===== src/rtl/mprof_pkg.sv =====
package mprof_pkg;
  localparam int NUM_EVT = 6;
  localparam int ADDR_W  = 12;
  localparam logic [ADDR_W-1:0] CTRL_OFS = 12'h410;
  localparam logic [ADDR_W-1:0] CNT_BASE = 12'h418;

  // event order fixes the counter offsets
  localparam int EV_TOTAL  = 0;
  localparam int EV_BUSY   = 1;
  localparam int EV_RDACC  = 2;
  localparam int EV_WRACC  = 3;
  localparam int EV_RDBYTE = 4;
  localparam int EV_WRBYTE = 5;

  // control word bit positions
  localparam int B_EN  = 0;
  localparam int B_CLR = 1;
  localparam int B_FRZ = 2;
  localparam int B_OVF = 3;

  function automatic logic [ADDR_W-1:0] cnt_ofs(input int idx);
    return CNT_BASE + ADDR_W'(idx * 4);
  endfunction
endpackage


===== src/rtl/mprof_ctl.sv =====
module mprof_ctl
  import mprof_pkg::*;
(
  input  logic       clk,
  input  logic       rst_n,
  input  logic       wr_ctrl,
  input  logic [3:0] wbits,
  input  logic       tot_wrap,
  output logic       en_o,
  output logic       frz_o,
  output logic       ovf_o,
  output logic       clr_o,
  output logic       wipe_o,
  output logic       active_o
);
  logic en_q, frz_q, ovf_q;

  assign clr_o    = wr_ctrl & wbits[B_CLR];
  assign wipe_o   = wr_ctrl & wbits[B_OVF];
  assign active_o = en_q & ~frz_q;
  assign en_o     = en_q;
  assign frz_o    = frz_q;
  assign ovf_o    = ovf_q;

  always_ff @(posedge clk or negedge rst_n) begin
    if (!rst_n) begin
      en_q  <= 1'b0;
      frz_q <= 1'b0;
      ovf_q <= 1'b0;
    end else begin
      if (wr_ctrl) begin
        en_q  <= wbits[B_EN];
        frz_q <= wbits[B_FRZ];
      end
      if (clr_o)         ovf_q <= 1'b0;
      else if (tot_wrap) ovf_q <= 1'b1;   // a wrap beats a clear request
      else if (wipe_o)   ovf_q <= 1'b0;
    end
  end
endmodule


===== src/rtl/mprof_ctr.sv =====
module mprof_ctr #(
  parameter int CNT_W  = 32,
  parameter int STEP_W = 7
) (
  input  logic              clk,
  input  logic              rst_n,
  input  logic              clr,
  input  logic              adv,
  input  logic [STEP_W-1:0] step,
  output logic [CNT_W-1:0]  cnt_o
);
  logic [CNT_W-1:0] cnt_q;

  function automatic logic [CNT_W-1:0] bump(input logic [CNT_W-1:0] cur,
                                            input logic [STEP_W-1:0] stp);
    return cur + CNT_W'(stp);   // modulo 2^CNT_W
  endfunction

  always_ff @(posedge clk or negedge rst_n) begin
    if (!rst_n)   cnt_q <= '0;
    else if (clr) cnt_q <= '0;
    else if (adv) cnt_q <= bump(cnt_q, step);
  end

  assign cnt_o = cnt_q;
endmodule


===== src/rtl/mprof_rdmux.sv =====
module mprof_rdmux
  import mprof_pkg::*;
#(
  parameter int CNT_W = 32
) (
  input  logic [ADDR_W-1:0]        addr,
  input  logic [3:0]               ctrl_word,
  input  logic [NUM_EVT*CNT_W-1:0] cnt_flat,
  output logic [31:0]              rdata
);
  always_comb begin
    rdata = '0;
    if (addr == CTRL_OFS) rdata = {28'b0, ctrl_word};
    for (int i = 0; i < NUM_EVT; i++) begin
      if (addr == cnt_ofs(i)) rdata = 32'(cnt_flat[i*CNT_W +: CNT_W]);
    end
  end
endmodule


===== src/rtl/mprof_unit.sv =====
module mprof_unit
  import mprof_pkg::*;
#(
  parameter int CNT_W   = 32,
  parameter int MAX_LEN = 64,
  localparam int LEN_W  = $clog2(MAX_LEN + 1)
) (
  input  logic              clk,
  input  logic              rst_n,
  input  logic              bus_wr,
  input  logic [11:0]       bus_addr,
  input  logic [31:0]       bus_wdata,
  output logic [31:0]       bus_rdata,
  input  logic              mc_busy,
  input  logic              rd_go,
  input  logic [LEN_W-1:0]  rd_len,
  input  logic              wr_go,
  input  logic [LEN_W-1:0]  wr_len
);
  localparam int FLAT_W = NUM_EVT * CNT_W;

  // named internal events, observed by the bound checker
  logic              cnt_active;
  logic              ctr_clear;
  logic              ovf_wipe;
  logic              ovf_q;
  logic              tot_wrap;
  logic              en_q, frz_q;
  logic [FLAT_W-1:0] cnt_flat;
  logic [LEN_W-1:0]  step_v [NUM_EVT];
  logic              wr_ctrl;
  logic              wdata_unused;

  assign wr_ctrl      = bus_wr & (bus_addr == CTRL_OFS);
  assign wdata_unused = ^bus_wdata[31:4];
  assign tot_wrap     = cnt_active & ~ctr_clear & (&cnt_flat[EV_TOTAL*CNT_W +: CNT_W]);

  always_comb begin
    step_v[EV_TOTAL]  = LEN_W'(1);
    step_v[EV_BUSY]   = LEN_W'(mc_busy);
    step_v[EV_RDACC]  = LEN_W'(rd_go);
    step_v[EV_WRACC]  = LEN_W'(wr_go);
    step_v[EV_RDBYTE] = rd_go ? rd_len : '0;
    step_v[EV_WRBYTE] = wr_go ? wr_len : '0;
  end

  mprof_ctl u_ctl (
    .clk      (clk),
    .rst_n    (rst_n),
    .wr_ctrl  (wr_ctrl),
    .wbits    (bus_wdata[3:0]),
    .tot_wrap (tot_wrap),
    .en_o     (en_q),
    .frz_o    (frz_q),
    .ovf_o    (ovf_q),
    .clr_o    (ctr_clear),
    .wipe_o   (ovf_wipe),
    .active_o (cnt_active)
  );

  for (genvar e = 0; e < NUM_EVT; e++) begin : g_ctr
    mprof_ctr #(.CNT_W(CNT_W), .STEP_W(LEN_W)) u_ctr (
      .clk   (clk),
      .rst_n (rst_n),
      .clr   (ctr_clear),
      .adv   (cnt_active),
      .step  (step_v[e]),
      .cnt_o (cnt_flat[e*CNT_W +: CNT_W])
    );
  end

  mprof_rdmux #(.CNT_W(CNT_W)) u_rd (
    .addr      (bus_addr),
    .ctrl_word ({ovf_q, 1'b0, frz_q, en_q}),
    .cnt_flat  (cnt_flat),
    .rdata     (bus_rdata)
  );
endmodule


===== config.mk =====
export PLATFORM = sky130hd
export DESIGN_NAME = mprof_unit
export DESIGN_NICKNAME = d
export VERILOG_FILES = /design/src/rtl/mprof_pkg.sv /design/src/rtl/mprof_ctl.sv /design/src/rtl/mprof_ctr.sv /design/src/rtl/mprof_rdmux.sv /design/src/rtl/mprof_unit.sv
export SDC_FILE = /design/constraint.sdc
export NUM_CORES = 1
export LEC_CHECK = 0
export BUFFER_PORTS_ARGS = -buffer_cell sky130_fd_sc_hd__buf_4
export CAP_MARGIN = 0
export CORE_UTILIZATION = 35
export CTS_CLUSTER_DIAMETER = 120
export DETAILED_ROUTE_END_ITERATION = 10
export PLACE_DENSITY = 0.62
export SKIP_CTS_REPAIR_TIMING = 1
export SLEW_MARGIN = 25
export SYNTH_ARGS = -nofsm -noshare
export SYNTH_HDL_FRONTEND = slang
export SYNTH_SLANG_ARGS = --single-unit

===== constraint.sdc =====
create_clock -name clk -period 3.1 [get_ports clk]
set_clock_uncertainty 0.15 [all_clocks]
set_input_delay 0.62 -clock clk [delete_from_list [all_inputs] [get_ports clk]]
set_output_delay 0.62 -clock clk [all_outputs]
set_load 0.02 [all_outputs]

Word-level counts from Yosys, hierarchy flattened. Index checks and enable logic that the tools add are counted.

Add/sub/neg operators: 6. Equality and inequality tests: 7. Muxes and demuxes: 24. Bitwise gates (word level): 8. Reduce and logical (&&, ||, !) cells: 3.

Operators by type and width (number): two-way mux 32 bit (18); adder 32 x 1 -> 32 bit (3); equality test 12 x 11 -> 1 bit, second input constant (7); adder 32 x 7 -> 32 bit (2); adder 32 x 1 -> 32 bit, second input constant (1); AND reduction 32 bit (1); two-way mux 7 bit (2); bitwise AND 1 bit (6); two-way mux 4 bit (1); two-way mux 1 bit (3); nonzero test 3 bit (1); inverter 1 bit (2); nonzero test 2 bit (1).

Register bits after elaboration: 195. Bits of input ports: 64. Output and inout bits: 32.

Longest topological paths before layout.
Word-level depth: 8. Depth in mapped cells: 11. Gate-level depth less buffers: 9.

Hierarchy. Synthesis repeated with hierarchy kept, for this count alone.

Cells, all modules: 1453. Area total of the unflattened synthesis: 13739.4 um2.

Modules (own cells, without submodules): mprof_ctr (g_ctr[0].u_ctr ...) (times used 5, cells an instance 195, area an instance 1909.3 um2); mprof_ctr (g_ctr[1].u_ctr) (times used 1, cells an instance 201, area an instance 1946.9 um2); mprof_rdmux (times used 1, cells an instance 233, area an instance 1894.3 um2); mprof_unit (times used 1, cells an instance 33, area an instance 211.5 um2); mprof_ctl (times used 1, cells an instance 11, area an instance 140.1 um2).

Worst setup path after synthesis. Ideal clock, no wire load.

Path kind: input -> output. From: input port bus_addr[9]. To: output port bus_rdata[12]. Arrival: 2313 ps. Data required time: 2330 ps. Setup slack: 17 ps. Cell stages on the path: 6. Path buffers: 2. Cells stage by stage: nor4b_1 > and2_1 > clkbuf_1 > clkbuf_1 > nand2_1 > o21ai_0.

Word-level cells in the longest chain between the ends: 7.

RTL lines: start: declaration (RTL line mprof_unit.sv:11) `input logic [11:0] bus_addr,`; equality test 12 x 11 -> 1 bit (RTL line mprof_rdmux.sv:15) `if (addr == cnt_ofs(i)) rdata = 32'(cnt_flat[i*CNT_W +: CNT_W]);`; two-way mux 32 bit (5 in a row) (RTL line mprof_rdmux.sv:15); two-way mux 32 bit (*) (RTL line mprof_rdmux.sv:15); end: declaration (RTL line mprof_unit.sv:13) `output logic [31:0] bus_rdata,`.

Mark *: on every way between the ends. The rest lies on a longest branch, timed or not.

Worst setup path in the final report.
From: input port bus_addr[3]. To: output port bus_rdata[19].

Same word-level chain as after synthesis.

==> run_summary.xml <==
<?xml version="1.0" encoding="UTF-8"?>
<metrics>
  <group name="sta">
    <metric name="worst_slew_pin_tran" unit="ps">820</metric>
    <metric name="final_min_period_over_clock_period" unit="%">98.3</metric>
    <metric name="rsz0062_at_grt" unit="">false</metric>
    <metric name="timing_hold_violations_final" unit="">0</metric>
    <metric name="period_minus_slack" unit="ps">3050</metric>
    <metric name="clock.fmax" unit="MHz">328</metric>
    <metric name="finalMaxSlewViolations" unit="">0</metric>
    <metric name="fin_setup_tns" unit="ps">0</metric>
    <metric name="setup_viol" unit="">0</metric>
    <metric name="slew_headroom" unit="%">45.1</metric>
  </group>
  <group name="setup_path">
    <metric name="critPathMaxStageDelay" unit="ps">350</metric>
    <metric name="critPathLaunchType" unit="">primary input</metric>
    <metric name="critical_path.most_common_cell" unit="">sky130_fd_sc_hd__buf_4</metric>
    <metric name="worst_setup_path_end_kind" unit="">primary output</metric>
    <metric name="cp_max_delay_cell" unit="">sky130_fd_sc_hd__a211oi_1</metric>
    <metric name="critPathMaxFanout" unit="">17</metric>
    <metric name="critical_path.reg2reg.endpoint" unit="">g_ctr[5].u_ctr.cnt_o[26]</metric>
    <metric name="r2r-start" unit="">g_ctr[5].u_ctr.cnt_o[0]</metric>
    <metric name="worst-endpoint-required" unit="ps">2330</metric>
    <metric name="crit_type" unit="">in2out</metric>
    <metric name="critical_path_arrival" unit="ps">2280</metric>
    <metric name="worstPathCellList" unit="">buf_4 -&gt; and3b_1 -&gt; buf_4 -&gt; and2_2 -&gt; buf_4 -&gt; a211oi_1 -&gt; nor3_1 -&gt; buf_4</metric>
    <metric name="flop2flop_setup_slack" unit="ps">370</metric>
    <metric name="r2r_cells" unit="">9</metric>
  </group>
  <group name="clocking">
    <metric name="clockRootBuffer" unit="">sky130_fd_sc_hd__clkbuf_16</metric>
    <metric name="clkSlewWorstSetupHoldPaths" unit="ps">80</metric>
    <metric name="worstSkewPairLatency" unit="ps">450</metric>
    <metric name="cts_num_sinks" unit="">195</metric>
    <metric name="tritoncts" unit="">done</metric>
    <metric name="clock_tree_buf_depth" unit="">2</metric>
    <metric name="tritoncts.num_buffers" unit="">17</metric>
    <metric name="cts-htree-levels" unit="">4</metric>
  </group>
  <group name="pwr">
    <metric name="clock_power_share" unit="%">40.0</metric>
    <metric name="power_switching_share" unit="%">28.3</metric>
    <metric name="power_leakage" unit="nW">5.95</metric>
    <metric name="p_switching" unit="W">0.00160</metric>
    <metric name="p_per_area" unit="nW/um2">401</metric>
    <metric name="comb_power_share" unit="%">12.4</metric>
    <metric name="pwr-share-seq" unit="%">47.6</metric>
    <metric name="max-vdd-ir-drop" unit="uV">381</metric>
    <metric name="cellInternalPower" unit="W">0.00407</metric>
    <metric name="finalPower" unit="W">0.00567</metric>
  </group>
  <group name="die">
    <metric name="core.rowCount" unit="">67</metric>
    <metric name="floorplan.core_area" unit="um2">33600</metric>
    <metric name="io-pin-count" unit="">96</metric>
    <metric name="floorplan.die.width" unit="um">187</metric>
    <metric name="die-height" unit="um">187</metric>
    <metric name="die_footprint" unit="um2">35000</metric>
    <metric name="start_util" unit="%">35.7</metric>
  </group>
  <group name="global_routing">
    <metric name="globalRoute.totalOverflow" unit="">0</metric>
    <metric name="grt_start_max_net_pins" unit="">70</metric>
    <metric name="grtUsageTotal" unit="%">20.9</metric>
    <metric name="via_count_of_the_first_global_routing_pass" unit="">10300</metric>
    <metric name="grt_first_pass_wirelength" unit="um">57600</metric>
    <metric name="antenna_found_initial" unit="">0</metric>
  </group>
  <group name="min_path">
    <metric name="hp-class" unit="">in2async</metric>
  </group>
  <group name="cells_and_area">
    <metric name="design.final.nets" unit="">1549</metric>
    <metric name="layout-area-overhead-vs-synth" unit="%">17.8</metric>
    <metric name="final.fill_count" unit="">3308</metric>
    <metric name="antenna_cells" unit="">0</metric>
    <metric name="finalNonFillerCells" unit="">1922</metric>
    <metric name="layout-drive-gt1-share" unit="%">14.0</metric>
  </group>
  <group name="synthesis">
    <metric name="synth.lib_cells_used.distinct" unit="">63</metric>
    <metric name="syn_avg_cell_area" unit="um2">8.70</metric>
    <metric name="yosysMostFrequentCell" unit="">sky130_fd_sc_hd__dfrtp_1</metric>
    <metric name="asyncSetResetFlopFracSynth" unit="%">100</metric>
    <metric name="synth_largest_type_area_fraction" unit="%">40.7</metric>
    <metric name="synth_seq_cells" unit="">195</metric>
    <metric name="synth_enable_flop_cells" unit="">0</metric>
    <metric name="synth.top_cells.by_area" unit="">sky130_fd_sc_hd__dfrtp_1, sky130_fd_sc_hd__nor2_1, sky130_fd_sc_hd__xor2_1</metric>
    <metric name="synth-seq-area-share" unit="%">40.7</metric>
    <metric name="total_standard_cell_area_after_synthesis" unit="um2">12000</metric>
    <metric name="post-synth-top-area-cell" unit="">sky130_fd_sc_hd__dfrtp_1</metric>
    <metric name="synth_ff_type" unit="">sky130_fd_sc_hd__dfrtp_1</metric>
    <metric name="synth.net_count" unit="">1466</metric>
    <metric name="post_synth_inst_count" unit="">1379</metric>
    <metric name="ys.warnings.count" unit="">0</metric>
    <metric name="netlist_top_cells_count" unit="">sky130_fd_sc_hd__dfrtp_1, sky130_fd_sc_hd__nor2_1, sky130_fd_sc_hd__nand2_1</metric>
  </group>
  <group name="detailed_routing">
    <metric name="drt-pass1-iter-count" unit="">5</metric>
    <metric name="wire_per_inst" unit="um">18.8</metric>
    <metric name="postRouteWirelength" unit="um">36100</metric>
    <metric name="vias" unit="">10800</metric>
    <metric name="post_route_antenna_net_violation_count" unit="">0</metric>
    <metric name="detailedRoute.firstIterationViolations" unit="">861</metric>
    <metric name="viasPerCell" unit="">5.62</metric>
    <metric name="drc" unit="">0</metric>
  </group>
  <group name="outcome">
    <metric name="outcome" unit="">completed</metric>
  </group>
  <group name="place">
    <metric name="hpwlAfterDp" unit="um">26600</metric>
    <metric name="finalWeightedCongestion" unit="">0.889</metric>
    <metric name="portBuffers" unit="">67</metric>
    <metric name="instance_count_after_placement_with_tap_cells_included" unit="">1891</metric>
  </group>
  <group name="flow_run">
    <metric name="drv_cap" unit="">0</metric>
  </group>
</metrics>
[state kept, by name, summed over array words and instances, names as in the netlist]
name / flops
g_ctr.u_ctr.cnt_o: 192
u_ctl.en_o: 1
u_ctl.frz_o: 1
u_ctl.ovf_o: 1
[how the worst max path moves through the flow]
stage,cells after the start,from,slack (ps),end
finish,8,bus_addr[3],50,bus_rdata[19]
global route,9,bus_addr[10],4,bus_rdata[8]
CTS,8,bus_addr[5],20,bus_rdata[30]
detailed placement,11,wr_len[0],-40,g_ctr[5].u_ctr.cnt_o[30]
global placement,9,bus_addr[9],6,bus_rdata[30]
floorplan,6,bus_addr[9],20,bus_rdata[12]
[final cells by class]
cell class                 instances  area, um2  share of cell area [%]
clock inverter                    13        143                    1.01
tap                              448        561                    3.97
multi-input combinational       1064       6660                    47.1
timing repair buffer             149       1320                    9.34
inverter                          35        131                   0.930
sequential                       195       4880                    34.5
clock buffer                      18        439                    3.11
[power by group through the flow]
| stage | clock, W | sequential, W | combinational (W) |
|---|---|---|---|
| after floorplan | 0 | 0.00272 | 0.000425 |
| after global placement | 0 | 0.00275 | 0.000684 |
| after detailed placement | 0 | 0.00275 | 0.000693 |
| after CTS | 0.00229 | 0.00270 | 0.000698 |
| after global routing | 0.00239 | 0.00271 | 0.000784 |
| final | 0.00227 | 0.00270 | 0.000701 |
[cells by family after synthesis]
kind of cell / count (synthesis) / share of synthesized area, %
AOI/OAI and AO/OA: 258 / 13.9
xor gates and xnor gates: 132 / 9.64
and+or+nand+nor: 615 / 26.0
buffers and inverters: 120 / 4.16
DFF: 195 / 40.7
muxes: 36 / 3.04
adders and majority gates: 23 / 2.52
[per-stage QoR]
step	util [%]	hold WS (ps)	setup WS, ps	instance area, um2
after floorplan	-	174	16.7	12000
after global placement	40.2	369	5.63	13500
after detailed placement	40.2	387	-38.6	13500
after CTS	41.9	65.4	17.6	14100
after global routing	42.0	67.9	3.89	14100
final	42.0	23.0	52.4	14100
[placed cells by master (no fill, tap or decap), drive strengths merged, types with 6 or more instances in the layout]
cell type / instances
o21ai: 41
and3: 21
nand2: 120
xor2: 72
a211oi: 14
and4: 18
a221oi: 21
o2111ai: 8
nor3: 34
buf: 148
and2: 26
ha: 21
o211ai: 14
a221o: 8
mux2i: 33
nor4: 31
o31ai: 15
o22ai: 10
clkbuf: 19
or3: 25
or4: 21
dfrtp: 195
nor2: 182
xnor2: 60
a22oi: 7
or2: 7
nand3b: 8
inv: 42
a21oi: 97
nand3: 61
nor2b: 6
nand4: 42
[critical path, delay by kind of cell]
family / cells / cell delay, ps
buffers and inverters: 4 / 700
and+or+nand+nor: 3 / 590
AOI/OAI and AO/OA: 1 / 350
[metal layers]
metal  global-route usage, %  wire (um)  up-vias
li1                        -          -     5124
met1                    30.5      17000     5326
met2                    32.5      16600      311
met3                    2.50       1850       35
met4                    5.99        658        0
met5                       0          0        -
No activity file was read; power rests on OpenSTA's default activity.
